[src/rtl/qdiv_pkg.sv]
package qdiv_pkg;

  // Default upper bound on the twisted ring length.
  localparam int unsigned QD_MAX_STAGES_DEF = 8;

  // Which divider core drives the outputs.
  typedef enum logic {
    QD_MODE_PAIR = 1'b0,
    QD_MODE_RING = 1'b1
  } qd_mode_e;

  // In-phase and quadrature levels produced by one core.
  typedef struct packed {
    logic i;
    logic q;
  } qd_pair_t;

endpackage

[src/rtl/qdiv_flop_pair.sv]
// Divide-by-two loop: the I flop loads the inverse of Q on the rising edge,
// the Q flop copies I on the falling edge, so Q trails I by half an input period.
module qdiv_flop_pair
  import qdiv_pkg::*;
(
  input  logic     clk,
  input  logic     rst_n,
  input  logic     run,
  output qd_pair_t pair
);

  logic i_r;
  logic q_r;

  always_ff @(posedge clk or negedge rst_n) begin
    if (!rst_n) begin
      i_r <= 1'b0;
    end else if (!run) begin
      i_r <= 1'b0;
    end else begin
      i_r <= ~q_r;
    end
  end

  always_ff @(negedge clk or negedge rst_n) begin
    if (!rst_n) begin
      q_r <= 1'b0;
    end else if (!run) begin
      q_r <= 1'b0;
    end else begin
      q_r <= i_r;
    end
  end

  assign pair.i = i_r;
  assign pair.q = q_r;

endmodule

[src/rtl/qdiv_twisted_ring.sv]
// Twisted ring of up to MAX_STAGES flops on the rising edge; the active length
// is chosen at run time and the quadrature tap sits half way along it.
module qdiv_twisted_ring
  import qdiv_pkg::*;
#(
  parameter int unsigned MAX_STAGES = QD_MAX_STAGES_DEF,
  parameter int unsigned LEN_W      = $clog2(MAX_STAGES + 1)
)(
  input  logic             clk,
  input  logic             rst_n,
  input  logic             run,
  input  logic [LEN_W-1:0] len,
  output qd_pair_t         pair
);

  localparam int unsigned IDX_W = (MAX_STAGES > 2) ? $clog2(MAX_STAGES) : 1;

  logic [MAX_STAGES-1:0] ring;
  logic [MAX_STAGES-1:0] ring_nxt;
  logic [IDX_W-1:0]      tail_idx;
  logic [IDX_W-1:0]      tap_idx;
  logic                  tail;

  // Last active stage closes the loop inverted; the tap is M/2 stages down.
  assign tail_idx = IDX_W'(len - 1'b1);
  assign tap_idx  = IDX_W'(len >> 1);
  assign tail     = ring[tail_idx];

  generate
    for (genvar k = 0; k < MAX_STAGES; k++) begin : g_stage
      if (k == 0) begin : g_head
        assign ring_nxt[k] = ~tail;
      end else begin : g_body
        assign ring_nxt[k] = ring[k-1];
      end
    end
  endgenerate

  always_ff @(posedge clk or negedge rst_n) begin
    if (!rst_n) begin
      ring <= '0;
    end else if (!run) begin
      ring <= '0;
    end else begin
      ring <= ring_nxt;
    end
  end

  assign pair.i = ring[0];
  assign pair.q = ring[tap_idx];

endmodule

[src/rtl/qdiv_cfg_check.sv]
// Decides whether the requested ring length can give quadrature.
module qdiv_cfg_check
  import qdiv_pkg::*;
#(
  parameter int unsigned MAX_STAGES = QD_MAX_STAGES_DEF,
  parameter int unsigned LEN_W      = $clog2(MAX_STAGES + 1)
)(
  input  qd_mode_e         mode,
  input  logic [LEN_W-1:0] len,
  output logic             ring_ok,
  output logic             err
);

  always_comb begin
    ring_ok = (len >= LEN_W'(2)) && (len <= LEN_W'(MAX_STAGES)) && !len[0];
    err     = (mode == QD_MODE_RING) && !ring_ok;
  end

endmodule

[src/rtl/qdiv_out_sel.sv]
// Picks the active core and forms the four phases; a refused setting forces all low.
module qdiv_out_sel
  import qdiv_pkg::*;
(
  input  qd_mode_e mode,
  input  logic     err,
  input  qd_pair_t pair_flop,
  input  qd_pair_t pair_ring,
  output logic     ph0,
  output logic     ph90,
  output logic     ph180,
  output logic     ph270
);

  qd_pair_t sel;

  always_comb begin
    sel = (mode == QD_MODE_RING) ? pair_ring : pair_flop;
    if (err) begin
      ph0   = 1'b0;
      ph90  = 1'b0;
      ph180 = 1'b0;
      ph270 = 1'b0;
    end else begin
      ph0   = sel.i;
      ph90  = sel.q;
      ph180 = ~sel.i;
      ph270 = ~sel.q;
    end
  end

endmodule

[src/rtl/qdiv_quad_gen.sv]
module qdiv_quad_gen
  import qdiv_pkg::*;
#(
  parameter int unsigned MAX_STAGES = QD_MAX_STAGES_DEF,
  parameter int unsigned LEN_W      = $clog2(MAX_STAGES + 1)
)(
  input  logic             clk2x,
  input  logic             rst_n,
  input  logic             en,
  input  logic             ring_mode,
  input  logic [LEN_W-1:0] ring_len,
  output logic             out_i,
  output logic             out_q,
  output logic             out_ix,
  output logic             out_qx,
  output logic             cfg_err
);

  qd_mode_e mode;
  logic     ring_ok;
  logic     run_flop;
  logic     run_ring;
  qd_pair_t pair_flop;
  qd_pair_t pair_ring;

  assign mode = qd_mode_e'(ring_mode);

  qdiv_cfg_check #(
    .MAX_STAGES (MAX_STAGES),
    .LEN_W      (LEN_W)
  ) u_cfg (
    .mode    (mode),
    .len     (ring_len),
    .ring_ok (ring_ok),
    .err     (cfg_err)
  );

  // The idle core is held clear so a switch always starts from 00.
  assign run_flop = en && (mode == QD_MODE_PAIR);
  assign run_ring = en && (mode == QD_MODE_RING) && ring_ok;

  qdiv_flop_pair u_pair (
    .clk   (clk2x),
    .rst_n (rst_n),
    .run   (run_flop),
    .pair  (pair_flop)
  );

  qdiv_twisted_ring #(
    .MAX_STAGES (MAX_STAGES),
    .LEN_W      (LEN_W)
  ) u_ring (
    .clk   (clk2x),
    .rst_n (rst_n),
    .run   (run_ring),
    .len   (ring_len),
    .pair  (pair_ring)
  );

  qdiv_out_sel u_sel (
    .mode      (mode),
    .err       (cfg_err),
    .pair_flop (pair_flop),
    .pair_ring (pair_ring),
    .ph0       (out_i),
    .ph90      (out_q),
    .ph180     (out_ix),
    .ph270     (out_qx)
  );

endmodule

[config.mk]
export PLATFORM = sky130hd
export DESIGN_NAME = qdiv_quad_gen
export DESIGN_NICKNAME = d
export VERILOG_FILES = /design/src/rtl/qdiv_pkg.sv /design/src/rtl/qdiv_flop_pair.sv /design/src/rtl/qdiv_twisted_ring.sv /design/src/rtl/qdiv_cfg_check.sv /design/src/rtl/qdiv_out_sel.sv /design/src/rtl/qdiv_quad_gen.sv
export SDC_FILE = /design/constraint.sdc
export NUM_CORES = 1
export LEC_CHECK = 0
export ABC_AREA = 1
export CORE_ASPECT_RATIO = 1.4
export CORE_UTILIZATION = 25
export CTS_BUF_LIST = sky130_fd_sc_hd__clkbuf_4 sky130_fd_sc_hd__clkbuf_8 sky130_fd_sc_hd__clkbuf_16
export DETAILED_ROUTE_END_ITERATION = 10
export MAX_ROUTING_LAYER = met4
export SLEW_MARGIN = 20
export SYNTH_ARGS = -nofsm -noshare
export SYNTH_HDL_FRONTEND = slang
export SYNTH_SLANG_ARGS = --single-unit
export TNS_END_PERCENT = 20
[constraint.sdc]
create_clock -name clk2x -period 1.8 [get_ports clk2x]
set_input_delay 0.18 -clock clk2x [delete_from_list [all_inputs] [get_ports clk2x]]
set_output_delay 0.18 -clock clk2x [all_outputs]
set_load 0.02 [all_outputs]
==> flow_metrics.py <==
metrics = {
    "run_status": {
        "status": "finished with violations",
        "failed_checks": "setup timing",
    },
    "synthesis": {
        "yosys.area_share.simple_pct": 34.2,
        "yosys_warnings": 0,
        "synth_top_family_by_area": "simple AND/OR/NAND/NOR gates",
        "syn_nets": 94,
        "muxShareOfSynthArea_pct": 0,
        "synth_ff_type": "dfrtp_1",
        "syn-instance-count": 84,
        "synth_cell_types": 17,
        "syn_area_per_cell_um2": 7.36,
        "yosys.area_share.xor_xnor_pct": 1.42,
        "synth_top_area_share_pct": 36.4,
        "synth_edf_count": 0,
        "yosysMostFrequentCell": "inv_1",
        "yosys.area.top_type": "dfrtp_1",
        "synth_common_cells": "inv_1, nand2_1, dfrtp_1, nand3_1, nor2_2",
        "synth_fa_ha_area_share_pct": 4.05,
        "netlist_top_cells_area": "dfrtp_1, nor2_2, inv_1",
        "async_flop_share_pct": 100,
        "synth-compound-area-share_pct": 8.91,
        "syn-cell-area_um2": 618,
        "seq_area_frac_synth_pct": 40.5,
        "ys_seq_elements": 10,
    },
    "clocking": {
        "cts_htree_levels": 1,
        "cts_hold_buf": 0,
        "cts_setup_buffers": 0,
        "cts.sinks": 10,
        "clock_latency_ns": 0.26,
        "path_clk_slew_ns": 0.06,
        "cts_made_buffers": 3,
        "cts_tree": "yes",
        "root_buffer": "clkbuf_4",
        "ctsLongestPathBuffers": 2,
    },
    "power": {
        "p_leak_nw": 0.420,
        "power.density_nw_per_um2": 623,
        "internal_power_w": 0.000379,
        "pwr-share-seq_pct": 44.3,
        "switchingPower_w": 0.000137,
        "switching_share_pct": 26.6,
        "p_clk_share_pct": 32.4,
        "peakVddDrop_uv": 257,
        "combPwrFrac_pct": 23.3,
    },
    "worst_setup_path": {
        "r2r_end": "u_pair.i_r",
        "end_kind": "output pin",
        "crit_path_start": "u_pair.q_r",
        "critical_path_required_ns": 1.62,
        "timing_worst_setup_path_type": "reg -> out",
        "r2r_cells": 1,
        "timing.rr.start": "u_pair.q_r",
        "critPathArrivalTime_ns": 1.91,
        "cp_max_fo": 2,
        "crit_path_start_kind": "register",
        "reg2reg_setup_slack_ns": 0.26,
    },
    "sta": {
        "worst_pin_slew_ns": 0.266,
        "setup_slack_ns": -0.291,
        "max_slew_margin_pct": 82.3,
        "fin_setup_tns_ns": -0.561,
        "drv_slew": 0,
        "setup_violations": 2,
        "finalHoldViolCount": 0,
        "rsz0062_at_grt": "true",
        "skew_ns": 0.0103,
    },
    "worst_hold_path": {
        "holdCritPathClass": "in -> async",
    },
    "cells_and_area": {
        "post-route-util_pct": 36.8,
        "layout.nets": 117,
        "fin_area_um2": 828,
        "synthToLayoutAreaGrowth_pct": 34.0,
        "nFillCells": 241,
        "diodes": 0,
        "final_layout_size_suffix_gt1_share_pct": 31.1,
        "fin_cells": 128,
    },
    "global_routing": {
        "overflow": 0,
        "first_global_vias": 583,
        "grt_pass1_wl_um": 2210,
        "grt_max_degree": 10,
        "antenna_found_initial": 0,
        "grt_usage_pct": 11.5,
    },
    "drt": {
        "postRouteWirelength_um": 1290,
        "first_pass_iters": 5,
        "drc": 0,
        "avgRoutedWirePerCell_um": 10.1,
        "num_vias": 560,
        "antenna_left": 0,
        "drt_iter0_drc": 3,
        "via_per_inst": 4.38,
    },
    "place": {
        "dp_slack_ns": -0.509,
        "io_buffers": 12,
        "dp_cells": 124,
        "gp_congestion": 0.792,
        "dpl.hpwl_um": 1110,
        "dpl_cell_area_um2": 815,
    },
    "flow_run": {
        "drv_cap": 0,
    },
    "floorplanning": {
        "core-area_um2": 2250,
        "dieArea_um2": 2680,
        "initial_core_util_pct": 27.4,
        "rows": 20,
        "pin_count": 13,
        "die_width_um": 44.0,
        "die_h_um": 60.8,
    },
}
## how the worst max path moves through the flow
stage / to / slack (ns) / cells after the start
floorplan: out_qx / -0.03 / 3
global placement: out_q / -0.48 / 3
detailed placement: out_q / -0.51 / 3
CTS: out_q / -0.30 / 3
global route: out_q / -0.36 / 3
finish: out_q / -0.29 / 3
## logic make-up (layout without fill, tap and decap cells)
| family | count (synthesis) | after routing |
|---|---|---|
| AOI/OAI and AO/OA | 11 | 11 |
| adders and majority gates | 2 | 2 |
| xor gates and xnor gates | 1 | 1 |
| and+or+nand+nor | 42 | 42 |
| DFF | 10 | 10 |
| buffers and inverters | 18 | 40 |
## cell usage in the layout (no fill, tap or decap), drive strengths merged
cell / Yosys / final
dfrtp: 9 / 9
inv: 18 / 18
a21oi: 7 / 7
buf: 0 / 11
clkdlybuf4s50: 0 / 6
o21ai: 4 / 4
nor2: 17 / 17
xnor2: 1 / 1
dfrtn: 1 / 1
nand2: 14 / 14
ha: 2 / 2
clkbuf: 0 / 4
dlygate4sd2: 0 / 1
nor3: 2 / 2
nand3: 9 / 9
## layout make-up
class / instances / area, um^2 / share of cell area (%)
clock buffer: 4 / 30.0 / 3.63
tap: 22 / 27.5 / 3.32
inverter: 18 / 67.6 / 8.16
sequential: 10 / 250 / 30.2
multi-input combinational: 56 / 307 / 37.0
timing repair buffer: 18 / 146 / 17.7
## sequential cells by signal, summed over array words and instances (netlist names)
| signal | flops |
|---|---|
| u_pair.i_r | 1 |
| u_pair.q_r | 1 |
| u_ring.ring | 8 |
## per-stage QoR
stage               total power [W]  hold WS [ns]
floorplan                  0.000296        -0.116
global placement           0.000358         0.487
detailed placement         0.000360         0.489
CTS                        0.000524         0.312
global route               0.000551         0.324
finish                     0.000516         0.297
## per-layer routing
| metal | global-route usage (%) | part of all wire, % | up-vias |
|---|---|---|---|
| met2 | 21.0 | 55 | 3 |
| met5 | - | 0 | - |
| met4 | 6.49 | 0.62 | 0 |
| met3 | 0.893 | 1.5 | 2 |
| li1 | - | - | 302 |
| met1 | 12.0 | 43 | 253 |
## worst max-delay path: stages, from the launching register on
cell and delay, ns:
dfrtn_1 0.42, nand2_2 0.06, a21oi_2 0.12, buf_4 0.15
## power groups by stage
stage | logic [W] | clock network, W | registers (W)
floorplan | 0.0000632 | 0 | 0.000233
global placement | 0.000126 | 0 | 0.000233
detailed placement | 0.000127 | 0 | 0.000233
CTS | 0.000120 | 0.000174 | 0.000229
global route | 0.000135 | 0.000187 | 0.000229
finish | 0.000120 | 0.000167 | 0.000229
## repair_timing
action | CTS | global route
gates resized for setup | 22 | 3
endpoints found under the setup margin | 5 | 5
pin swaps | 2 | 1
(Power assumes the default switching activity.)
